<file path="src/rtl/bcd_cal_pkg.sv">
`timescale 1ns/1ps
package bcd_cal_pkg;
   localparam int NF     = 7;   // number of time fields
   localparam int F_SEC  = 0;
   localparam int F_MIN  = 1;
   localparam int F_HOUR = 2;
   localparam int F_DAY  = 3;
   localparam int F_MON  = 4;
   localparam int F_YEAR = 5;
   localparam int F_WDAY = 6;

   typedef logic [7:0] bcd_t;

   function automatic bcd_t bcd_inc(bcd_t v);
      return (v[3:0] == 4'd9) ? {v[7:4] + 4'd1, 4'd0} : {v[7:4], v[3:0] + 4'd1};
   endfunction

   // year mod 4 == 0 : (tens*10 + units) mod 4 == (2*tens[0] + units) mod 4
   function automatic logic is_leap(bcd_t yr);
      logic [4:0] s;
      s = {3'b000, yr[4], 1'b0} + {1'b0, yr[3:0]};
      return (s[1:0] == 2'b00);
   endfunction

   function automatic bcd_t month_len(bcd_t mon, bcd_t yr);
      case (mon)
         8'h02:                      return is_leap(yr) ? 8'h29 : 8'h28;
         8'h04, 8'h06, 8'h09, 8'h11: return 8'h30;
         default:                    return 8'h31;
      endcase
   endfunction

   function automatic bcd_t field_lo(int i);
      return (i == F_DAY || i == F_MON) ? 8'h01 : 8'h00;
   endfunction

   function automatic bcd_t field_hi(int i);
      case (i)
         F_SEC, F_MIN: return 8'h59;
         F_HOUR:       return 8'h23;
         F_DAY:        return 8'h31;
         F_MON:        return 8'h12;
         F_YEAR:       return 8'h99;
         default:      return 8'h06;
      endcase
   endfunction
endpackage

</file>
<file path="src/rtl/cal_field.sv">
`timescale 1ns/1ps
module cal_field #(
   parameter logic [7:0] LO = 8'h00
) (
   input  logic       clk,
   input  logic       rst_n,
   input  logic       inc_i,
   input  logic       wr_i,
   input  logic [7:0] wdata_i,
   input  logic [7:0] hi_i,
   output logic [7:0] val_o,
   output logic       wrap_o
);
   import bcd_cal_pkg::*;

   logic [7:0] val_q;
   logic       at_top;

   assign at_top = (val_q >= hi_i);

   always_ff @(posedge clk or negedge rst_n) begin
      if (!rst_n)     val_q <= LO;
      else if (wr_i)  val_q <= wdata_i;
      else if (inc_i) val_q <= at_top ? LO : bcd_inc(val_q);
   end

   assign val_o  = val_q;
   assign wrap_o = inc_i & ~wr_i & at_top;
endmodule

</file>
<file path="src/rtl/cal_snap.sv">
`timescale 1ns/1ps
module cal_snap #(
   parameter int NF        = 7,
   parameter bit SHADOW_EN = 1'b1
) (
   input  logic                 clk,
   input  logic                 rst_n,
   input  logic                 cap_i,
   input  logic [NF-1:0][7:0]   live_i,
   output logic [NF-1:0][7:0]   shadow_o
);
   generate
      if (SHADOW_EN) begin : g_latch
         for (genvar i = 0; i < NF; i++) begin : g_f
            logic [7:0] sh_q;
            always_ff @(posedge clk or negedge rst_n) begin
               if (!rst_n)     sh_q <= 8'h00;
               else if (cap_i) sh_q <= live_i[i];
            end
            assign shadow_o[i] = sh_q;
         end
      end else begin : g_pass
         logic unused_ok;
         assign unused_ok = cap_i ^ clk ^ rst_n;
         assign shadow_o  = live_i;
      end
   endgenerate
endmodule

</file>
<file path="src/rtl/bcd_calendar.sv">
`timescale 1ns/1ps
module bcd_calendar #(
   parameter int ADDR_W    = 5,
   parameter int CTRL_ADDR = 8,
   parameter int STAT_ADDR = 9,
   parameter bit SHADOW_EN = 1'b1
) (
   input  logic              clk,
   input  logic              rst_n,
   input  logic              tick_i,
   input  logic [ADDR_W-1:0] bus_addr,
   input  logic              bus_we,
   input  logic [7:0]        bus_wdata,
   output logic [7:0]        bus_rdata
);
   import bcd_cal_pkg::*;

   localparam int NREG = 1 << ADDR_W;

   generate
      if (CTRL_ADDR >= NREG || STAT_ADDR >= NREG) begin : g_bad_range
         $error("control or status address does not fit ADDR_W");
      end
      if (CTRL_ADDR < NF || STAT_ADDR < NF || CTRL_ADDR == STAT_ADDR) begin : g_bad_map
         $error("control/status addresses overlap time fields or each other");
      end
   endgenerate

   logic              run_q, snap_q, view_q;
   logic              ctrl_wr, cap;
   logic [NF-1:0]     inc, wrap, fwr;
   logic [NF-1:0][7:0] hi, live_q, shadow_q;

   // control register
   assign ctrl_wr = bus_we && (bus_addr == ADDR_W'(CTRL_ADDR));
   assign cap     = ctrl_wr && bus_wdata[6] && !snap_q;

   always_ff @(posedge clk or negedge rst_n) begin
      if (!rst_n) begin
         run_q  <= 1'b0;
         snap_q <= 1'b0;
         view_q <= 1'b0;
      end else if (ctrl_wr) begin
         run_q  <= bus_wdata[0];
         snap_q <= bus_wdata[6];
         view_q <= bus_wdata[7];
      end
   end

   // limits and carry chain
   always_comb begin
      for (int i = 0; i < NF; i++) hi[i] = field_hi(i);
      hi[F_DAY] = month_len(live_q[F_MON], live_q[F_YEAR]);
      inc[F_SEC]  = tick_i & run_q;
      inc[F_MIN]  = wrap[F_SEC];
      inc[F_HOUR] = wrap[F_MIN];
      inc[F_DAY]  = wrap[F_HOUR];
      inc[F_MON]  = wrap[F_DAY];
      inc[F_YEAR] = wrap[F_MON];
      inc[F_WDAY] = wrap[F_HOUR];
   end

   generate
      for (genvar i = 0; i < NF; i++) begin : g_fld
         assign fwr[i] = bus_we && (bus_addr == ADDR_W'(i));
         cal_field #(.LO(field_lo(i))) u_field (
            .clk     (clk),
            .rst_n   (rst_n),
            .inc_i   (inc[i]),
            .wr_i    (fwr[i]),
            .wdata_i (bus_wdata),
            .hi_i    (hi[i]),
            .val_o   (live_q[i]),
            .wrap_o  (wrap[i])
         );
      end
   endgenerate

   cal_snap #(.NF(NF), .SHADOW_EN(SHADOW_EN)) u_snap (
      .clk      (clk),
      .rst_n    (rst_n),
      .cap_i    (cap),
      .live_i   (live_q),
      .shadow_o (shadow_q)
   );

   // read mux
   always_comb begin
      bus_rdata = 8'h00;
      if (int'(bus_addr) < NF)
         bus_rdata = view_q ? shadow_q[bus_addr[2:0]] : live_q[bus_addr[2:0]];
      else if (bus_addr == ADDR_W'(CTRL_ADDR))
         bus_rdata = {view_q, snap_q, 5'b00000, run_q};
      else if (bus_addr == ADDR_W'(STAT_ADDR))
         bus_rdata = {6'b000000, run_q, 1'b0};
   end
endmodule

</file>
<file path="config.mk">
export PLATFORM = sky130hd
export DESIGN_NAME = bcd_calendar
export DESIGN_NICKNAME = d
export VERILOG_FILES = /design/src/rtl/bcd_cal_pkg.sv /design/src/rtl/cal_field.sv /design/src/rtl/cal_snap.sv /design/src/rtl/bcd_calendar.sv
export SDC_FILE = /design/constraint.sdc
export NUM_CORES = 1
export LEC_CHECK = 0
export ABC_AREA = 1
export BUFFER_PORTS_ARGS = -buffer_cell sky130_fd_sc_hd__buf_2
export CORE_MARGIN = 3
export CORE_UTILIZATION = 55
export CTS_CLUSTER_DIAMETER = 50
export DETAILED_ROUTE_END_ITERATION = 10
export PLACE_DENSITY_LB_ADDON = 0.25
export REMOVE_ABC_BUFFERS = 1
export SLEW_MARGIN = 20
export SYNTH_ARGS = -nofsm -noshare
export SYNTH_HDL_FRONTEND = slang
export SYNTH_SLANG_ARGS = --single-unit
</file>
<file path="constraint.sdc">
create_clock -name clk -period 3.8 [get_ports clk]
set_clock_uncertainty 0.15 [all_clocks]
set_input_delay 0 -clock clk [delete_from_list [all_inputs] [get_ports clk]]
set_output_delay 0 -clock clk [all_outputs]
set_load 0.03 [all_outputs]
</file>
Word level (Yosys, flattened, before mapping)
Index checks and enable logic that the tools add are counted.
W data, S select, Z words.
- $add $sub $neg: 15
- multiply operators: 0
- div/mod/pow operators: 0
- magnitude comparators: 9
- equality and inequality tests: 20
- shifts and indexed selects: 0
- muxes and demuxes: 38
- bitwise logic cells: 16
- reduce and logical (&&, ||, !) cells: 35
- operators with widths (kind ; number):
    $mux W8 ; 33
    $add A4 B1 Y4 const B ; 14
    $bmux W8 S3 ; 2
    $eq A4 B4 Y1 const B ; 7
    $reduce_bool A3 Y1 ; 7
    $eq A8 B3 Y1 const B ; 2
    $ge A8 B7 Y1 const B ; 2
    $eq A5 B3 Y1 const B ; 3
    $reduce_and A2 Y1 ; 7
    $reduce_bool A2 Y1 ; 7
    $and A1 B1 Y1 ; 11
    $eq A5 B2 Y1 const B ; 2
    $eq A5 B4 Y1 const B ; 2
    $logic_and A1 B1 Y1 ; 10
    $pmux W5 S2 ; 1
    $eq A8 B2 Y1 const B ; 1
    $eq A8 B4 Y1 const B ; 1
    $eq A8 B5 Y1 const B ; 1
    $ge A8 B3 Y1 const B ; 1
    $ge A8 B5 Y1 const B ; 1
    $ge A8 B6 Y1 ; 1
    $ge A8 B6 Y1 const B ; 1
    $ge A8 B8 Y1 const B ; 1
    $eq A5 B1 Y1 const B ; 1
    other kinds (10) ; 14
- register bits after elaboration: 115
- bits in latches: 0
- RAM bits: 0
- memory bits (read-only): 0
- input bits: 17
- output and inout port bits: 8
- logic and storage cells: 157
- memories kept: 0

Logic depth before layout (Yosys ltp)
- word-level depth: 15
- mapped depth: 17
- gate-level depth less buffers: 17

By module
From an unflattened synthesis, not the netlist that was laid out.
- cell total of the unflattened synthesis: 1399
- area total of the unflattened synthesis: 9460.3 um^2
- by module, submodules not included (module ; times used ; cells each ; area an instance (um^2) ; sequential area each (um^2)):
    cal_field (g_fld[0].u_field ...) ; 5 ; 117 ; 814.5 ; 200.2
    cal_snap ; 1 ; 237 ; 2150.8 ; 1401.3
    cal_field (g_fld[3].u_field ...) ; 2 ; 115 ; 818.3 ; 201.4
    bcd_calendar ; 1 ; 347 ; 1600.3 ; 75.1

Worst setup path before layout
OpenSTA, ideal clock, no wires.
- kind: reg-to-reg
- start: reg g_fld[4].u_field.val_q[4]
- end: reg g_fld[3].u_field.val_q[6]
- library setup time: 0.131 ns
- data arrival time: 2.356 ns
- data required time: 3.519 ns
- slack: 1.163 ns
- cell stages (with the launch flop): 15
- buffers on the path: 0
- clock period less this slack: 2.637 ns
- cells stage by stage: dfrtp_1 inv_1 ha_1 nand2_1 nor4_1 inv_1 ha_1 a21oi_1 o21ai_0 a21oi_1 nand2_1 nor3_1 nor2_4 nand3_1 o211ai_1
- longest elaborated chain between the ends: 7
- elaborated cells between the ends (all ways): 13
- classes of those cells: 1 x order compare; 5 x eq/ne; 4 x mux; 3 x reduce/logical
- ends and longest elaborated chain (item ; line ; RTL):
    start: declaration ; cal_field.sv:16 ; logic [7:0] val_q;
    start signal: assignment ; cal_field.sv:23 ; else if (wr_i) val_q <= wdata_i;
    start signal: assignment ; cal_field.sv:24 ; else if (inc_i) val_q <= at_top ? LO : bcd_inc(val_q);
    $eq A8 B3 Y1 (tied with other cells) ; bcd_cal_pkg.sv:26 ; case (mon)
    $reduce_or A4 Y1 ; bcd_cal_pkg.sv:26 ;
    $pmux W5 S2 * ; bcd_cal_pkg.sv:26 ;
    $ge A8 B6 Y1 * ; cal_field.sv:19 ; assign at_top = (val_q >= hi_i);
    $mux W8 (2 in a row) ; cal_field.sv:24 ;
    $mux W8 ; cal_field.sv:23 ;
    end signal: assignment ; cal_field.sv:23 ;
    end signal: assignment ; cal_field.sv:24 ;
    end: declaration ; cal_field.sv:16 ;
Mark *: on every way between the ends. The rest lies on a longest branch, timed or not. The select of a mux whose other input is x is not followed.
A chain may end at the register's enable or synchronous reset.

Worst setup path after layout
- start: reg g_fld[4].u_field.val_q[0]
- end: reg g_fld[5].u_field.val_q[5]
- longest elaborated chain between the ends: 9
- elaborated cells between the ends (all ways): 14
- classes of those cells: 2 x order compare; 5 x eq/ne; 1 x mux; 3 x bitwise; 3 x reduce/logical
- ends and longest elaborated chain (item ; line ; RTL):
    $eq A8 B3 Y1 (tied with other cells) ; bcd_cal_pkg.sv:26 ;
    $reduce_or A4 Y1 ; bcd_cal_pkg.sv:26 ;
    $pmux W5 S2 ; bcd_cal_pkg.sv:26 ;
    $ge A8 B6 Y1 ; cal_field.sv:19 ;
    $and A1 B1 Y1 (2 in a row) ; cal_field.sv:28 ; assign wrap_o = inc_i & ~wr_i & at_top;
    $and A1 B1 Y1 * ; cal_field.sv:28 ;
    $reduce_bool A2 Y1 (no source line) * ; -- ;
    $reduce_and A2 Y1 (no source line) * ; -- ;
    end signal: assignment ; cal_field.sv:23 ;
    end signal: assignment ; cal_field.sv:24 ;
    end: declaration ; cal_field.sv:16 ;
Mark *: on every way between the ends. The rest lies on a longest branch, timed or not.

==> run summary <==
The run finished with clean final reports. The post-detailed-placement half-perimeter wirelength is 14400 µm. The setup TNS is 0 ns. Cells fill 67.1% of the core in the end. The reported net switching power came out at 1.90 mW. The worst hold path passes through 4 cells. Sorting the synthesized cells by how often they occur yields sky130_fd_sc_hd__nand2_1, sky130_fd_sc_hd__o21ai_0, sky130_fd_sc_hd__dfrtp_1. The number of nets with antenna violations after routing is 0. The sequential share of power is 34.8%. The detailed router put a total of 8290 µm of wire on met1. The number of sinks driven by the clock tree came out at 115. The worst path in the final design needs a cycle of 3.19 ns, including I/O delays and setup.

The worst supply voltage drop on vdd is 0.348 mV. The actual transition at the worst max-transition pin came out at 0.879 ns. The highest fanout seen on the critical path is 13.

Setup repair after global routing left no endpoint under its margin. The path with the worst hold slack has its endpoint at g_fld[1].u_field.val_o[3]$_DFFE_PN0P_. The routed wire length came out at 20600 µm. After synthesis, the cell types taking the most area are sky130_fd_sc_hd__dfrtp_1, sky130_fd_sc_hd__nand2_1, sky130_fd_sc_hd__o21ai_0. The share of async-settable or async-resettable flops after synthesis is 100%. In this run the horizontal extent of the chip is 116 µm. The endpoint type of the worst setup path is a flop. Global routing finished with a remaining overflow of 0.

The unique cell type count in the Yosys netlist is 42. The worst register-to-register path ends at g_fld[5].u_field.val_o[5]$_DFFE_PN0P_. The average routed wire per standard cell is 19.6 µm. The met2 wire length came out at 9090 µm.

TritonCTS built the clock tree. The H-tree level count came out at 4. The buffer cell driving the clock tree root is sky130_fd_sc_hd__clkbuf_16. The number of antenna violations at the first check in global routing is 0. The post-synthesis sequential area ratio came out at 43.2%. The number of antenna diodes in the final layout is 0. In this run the core area contains 39 standard-cell rows. The die span in y is 116 µm. STA classifies the critical path startpoint as a flop. Setup violations remaining at the end of the flow were counted as 0. The total die area is 13500 µm².

The fraction of synthesized cell area taken by the top area cell type is 42.4%. The worst pin sits at a relative slew slack of 41.3%. The clock passes through at most 2 buffers. The cell area after technology mapping is 6660 µm². The detailed-route DRC error count is 0. The post-synthesis average cell area came out at 7.76 µm². The maximum number of pins on one net before global-route repair is 64. The layout overhead on the synthesized area is 16.9%. The register clock-pin slew on the reported worst setup and hold paths is 0.05 ns. The worst register-to-register path has a depth of 17. The count of vias placed by the detailed router is 6615. The flop and latch count out of synthesis came out at 115. The proportion of layout cells with a drive suffix above 1 is 9.89%. The power density normalized to cell area is 682 nW/µm². In the detailed route, the total length drawn on met3 is 2360 µm.

After the last flow step, the layout net total stands at 936. Summing internal, switching and leakage power gives 5.31 mW. sky130_fd_sc_hd__dfrtp_1 takes more of the synthesized area than any other cell. The design internal power is 3.41 mW.

Dividing the final minimum period by the clock period gives 84.0%. Buffers inserted during clock tree synthesis total 17. The later-pin clock latency in the skew report came out at 0.42 ns. The worst path required time is 3.96 ns. The worst setup timing slack at the placement stage is 0.676 ns. The number of buffers added on ports is 24.

The congestion estimate from routability-driven global placement came to 0.952. The leakage component of the power came out at 3.60 nW. For this run, the leading register cell type out of synthesis is sky130_fd_sc_hd__dfrtp_1.

The number of top-level pins is 25. The first-pass GRT wire length is 33100 µm. Global routing used 32.5% of the available tracks. The number of max-slew violations in the final report came out at 0.

The critical path data arrival time is 3.35 ns. Across the run, the number of max-cap violations was 0. The highest metal layer with signal wires is met4. The first routing iteration left 887 violations. The number of synthesis warnings came out at 0. The number of hold violations in the final report came to 0. The total placed cells including tap cells is 1002. For this configuration, the core starts out at a cell density of 57.4%. Net switching is 35.9% of the power. The most frequently used cell type in the post-synthesis netlist is sky130_fd_sc_hd__nand2_1. Derived from the worst setup path, the maximum achievable clock frequency is 313 MHz. The power share of the clock group came out at 35.8%. The finished layout holds 1053 standard cells, fillers aside. The floorplan step defined a core boundary enclosing 11600 µm². The number of vias per cell after detailed routing came out at 6.28.

The synthesized instance count came out at 859. The minimum setup slack in the final design came out at 0.606 ns. The worst hold path belongs to the class primary input to flop. The share of power burned in combinational logic is 29.4%.

The setup slack of the worst register-to-register path came out at 0.61 ns. The hold path startpoint is bus_addr[3]. The number of global-route vias before repair came out at 6328. The worst register-to-register path begins at g_fld[4].u_field.val_o[0]$_DFFE_PN1P_. The worst setup path is of the flop to flop kind. The number of enable flip-flop cells after synthesis came out at 0.

The first TritonRoute pass finished after 5 iterations.
==> layout make-up <==
cell class,instances,area (µm²)
Sequential cell,115,2880
Inverter,103,387
Tap cell,143,179
Clock buffer,22,474
Multi-Input combinational cell,612,3280
Timing Repair Buffer,48,363
Clock inverter,10,225
Fill cell,926,3820
==> power by group through the flow <==
stage	registers (mW)	clock network (mW)	logic [mW]
2_1_floorplan	1.76	0	1.08
3_3_place_gp	1.83	0	1.44
3_5_place_dp	1.85	0	1.48
4_1_cts	1.83	1.91	1.52
5_1_grt	1.88	1.97	1.75
6_report	1.85	1.90	1.56
==> layout by cell type, fill, tap and decap left out, types with 5 or more instances in the layout <==
cell                              n
sky130_fd_sc_hd__dlygate4sd3_1   19
sky130_fd_sc_hd__nand3_1         47
sky130_fd_sc_hd__ha_1            22
sky130_fd_sc_hd__nand2_2          8
sky130_fd_sc_hd__o22ai_1         26
sky130_fd_sc_hd__nor4_1           9
sky130_fd_sc_hd__dfrtp_1        113
sky130_fd_sc_hd__nor2_1          46
sky130_fd_sc_hd__nor3_1          13
sky130_fd_sc_hd__inv_2            9
sky130_fd_sc_hd__a21oi_1         24
sky130_fd_sc_hd__clkbuf_16       17
sky130_fd_sc_hd__bufinv_16        7
sky130_fd_sc_hd__nand2_1        195
sky130_fd_sc_hd__o221ai_1        15
sky130_fd_sc_hd__o21ai_1         13
sky130_fd_sc_hd__nand4_1         12
sky130_fd_sc_hd__o211ai_1         6
sky130_fd_sc_hd__buf_2           23
sky130_fd_sc_hd__o21ai_0        120
sky130_fd_sc_hd__a22oi_1         14
sky130_fd_sc_hd__inv_1           93
sky130_fd_sc_hd__buf_4            5
sky130_fd_sc_hd__xor2_1           7
==> layer usage <==
layer  global-route usage, %  vias to the layer above
li1                        -                     3024
met1                    42.8                     3156
met2                    48.1                      369
met3                    10.9                       66
met4                    16.2                        0
met5                       0                        -
==> flip-flops by register name (all words and copies together), names as in the netlist <==
signal	cells
view_q	1
g_fld.u_field.val_o	56
run_q	1
u_snap.g_latch.g_f.sh_q	56
snap_q	1
==> cells by family (layout without fill, tap and decap cells) <==
family / Yosys count / in the layout / share of synthesized area, %
AND/OR/NAND/NOR: 343 / 343 / 22.8
buffers and inverters: 132 / 183 / 7.70
AO/OA/AOI/OAI: 236 / 236 / 20.6
flip-flops: 115 / 115 / 43.2
multiplexers: 1 / 1 / 0.150
XOR/XNOR: 10 / 10 / 1.31
adder cells (fa/ha/maj): 22 / 22 / 4.13
==> repair_timing <==
action,CTS,global route
buffers inserted,0,0
hold buffers,19,0
endpoints found under the hold margin,84,0
gates resized for setup,0,0
==> how the worst max path moves through the flow <==
stage                                          startpoint                                         to  slack, ns  depth (start not counted)
floorplan                                     bus_addr[0]  u_snap.g_latch.g_f[0].sh_q[0]$_DFFE_PN0P_       0.23                          5
global placement    g_fld[4].u_field.val_o[5]$_DFFE_PN0P_      g_fld[5].u_field.val_o[5]$_DFFE_PN0P_       0.84                         15
detailed placement  g_fld[4].u_field.val_o[5]$_DFFE_PN0P_      g_fld[5].u_field.val_o[5]$_DFFE_PN0P_       0.68                         15
CTS                 g_fld[4].u_field.val_o[4]$_DFFE_PN0P_      g_fld[5].u_field.val_o[5]$_DFFE_PN0P_       0.65                         15
global route        g_fld[4].u_field.val_o[4]$_DFFE_PN0P_      g_fld[5].u_field.val_o[7]$_DFFE_PN0P_       0.15                         16
finish              g_fld[4].u_field.val_o[0]$_DFFE_PN1P_      g_fld[5].u_field.val_o[5]$_DFFE_PN0P_       0.61                         17
==> critical path, stage by stage (launching register included) <==
cell and delay, ns:
sky130_fd_sc_hd__dfstp_2 0.56, sky130_fd_sc_hd__inv_1 0.11, sky130_fd_sc_hd__nor2_1 0.19, sky130_fd_sc_hd__nand3_1 0.15, sky130_fd_sc_hd__o31a_1 0.13, sky130_fd_sc_hd__o21ai_0 0.16
sky130_fd_sc_hd__a31oi_1 0.07, sky130_fd_sc_hd__ha_1 0.21, sky130_fd_sc_hd__inv_1 0.06, sky130_fd_sc_hd__nor2_1 0.05, sky130_fd_sc_hd__o21ai_0 0.16, sky130_fd_sc_hd__a21oi_1 0.08
sky130_fd_sc_hd__nand2_1 0.18, sky130_fd_sc_hd__nand4_1 0.15, sky130_fd_sc_hd__nand2_1 0.33, sky130_fd_sc_hd__nand2_1 0.17, sky130_fd_sc_hd__nand2_1 0.09, sky130_fd_sc_hd__nand2_1 0.05
==> through the flow <==
stage	hold slack [ns]	area (µm²)
detailed placement	-0.0188	6900
global route	0.0510	7790
global placement	-0.0377	6900
CTS	0.00377	7790
finish	0.0331	7790
floorplan	-0.446	6540
Note: power is estimated with default switching activity, not from simulation.
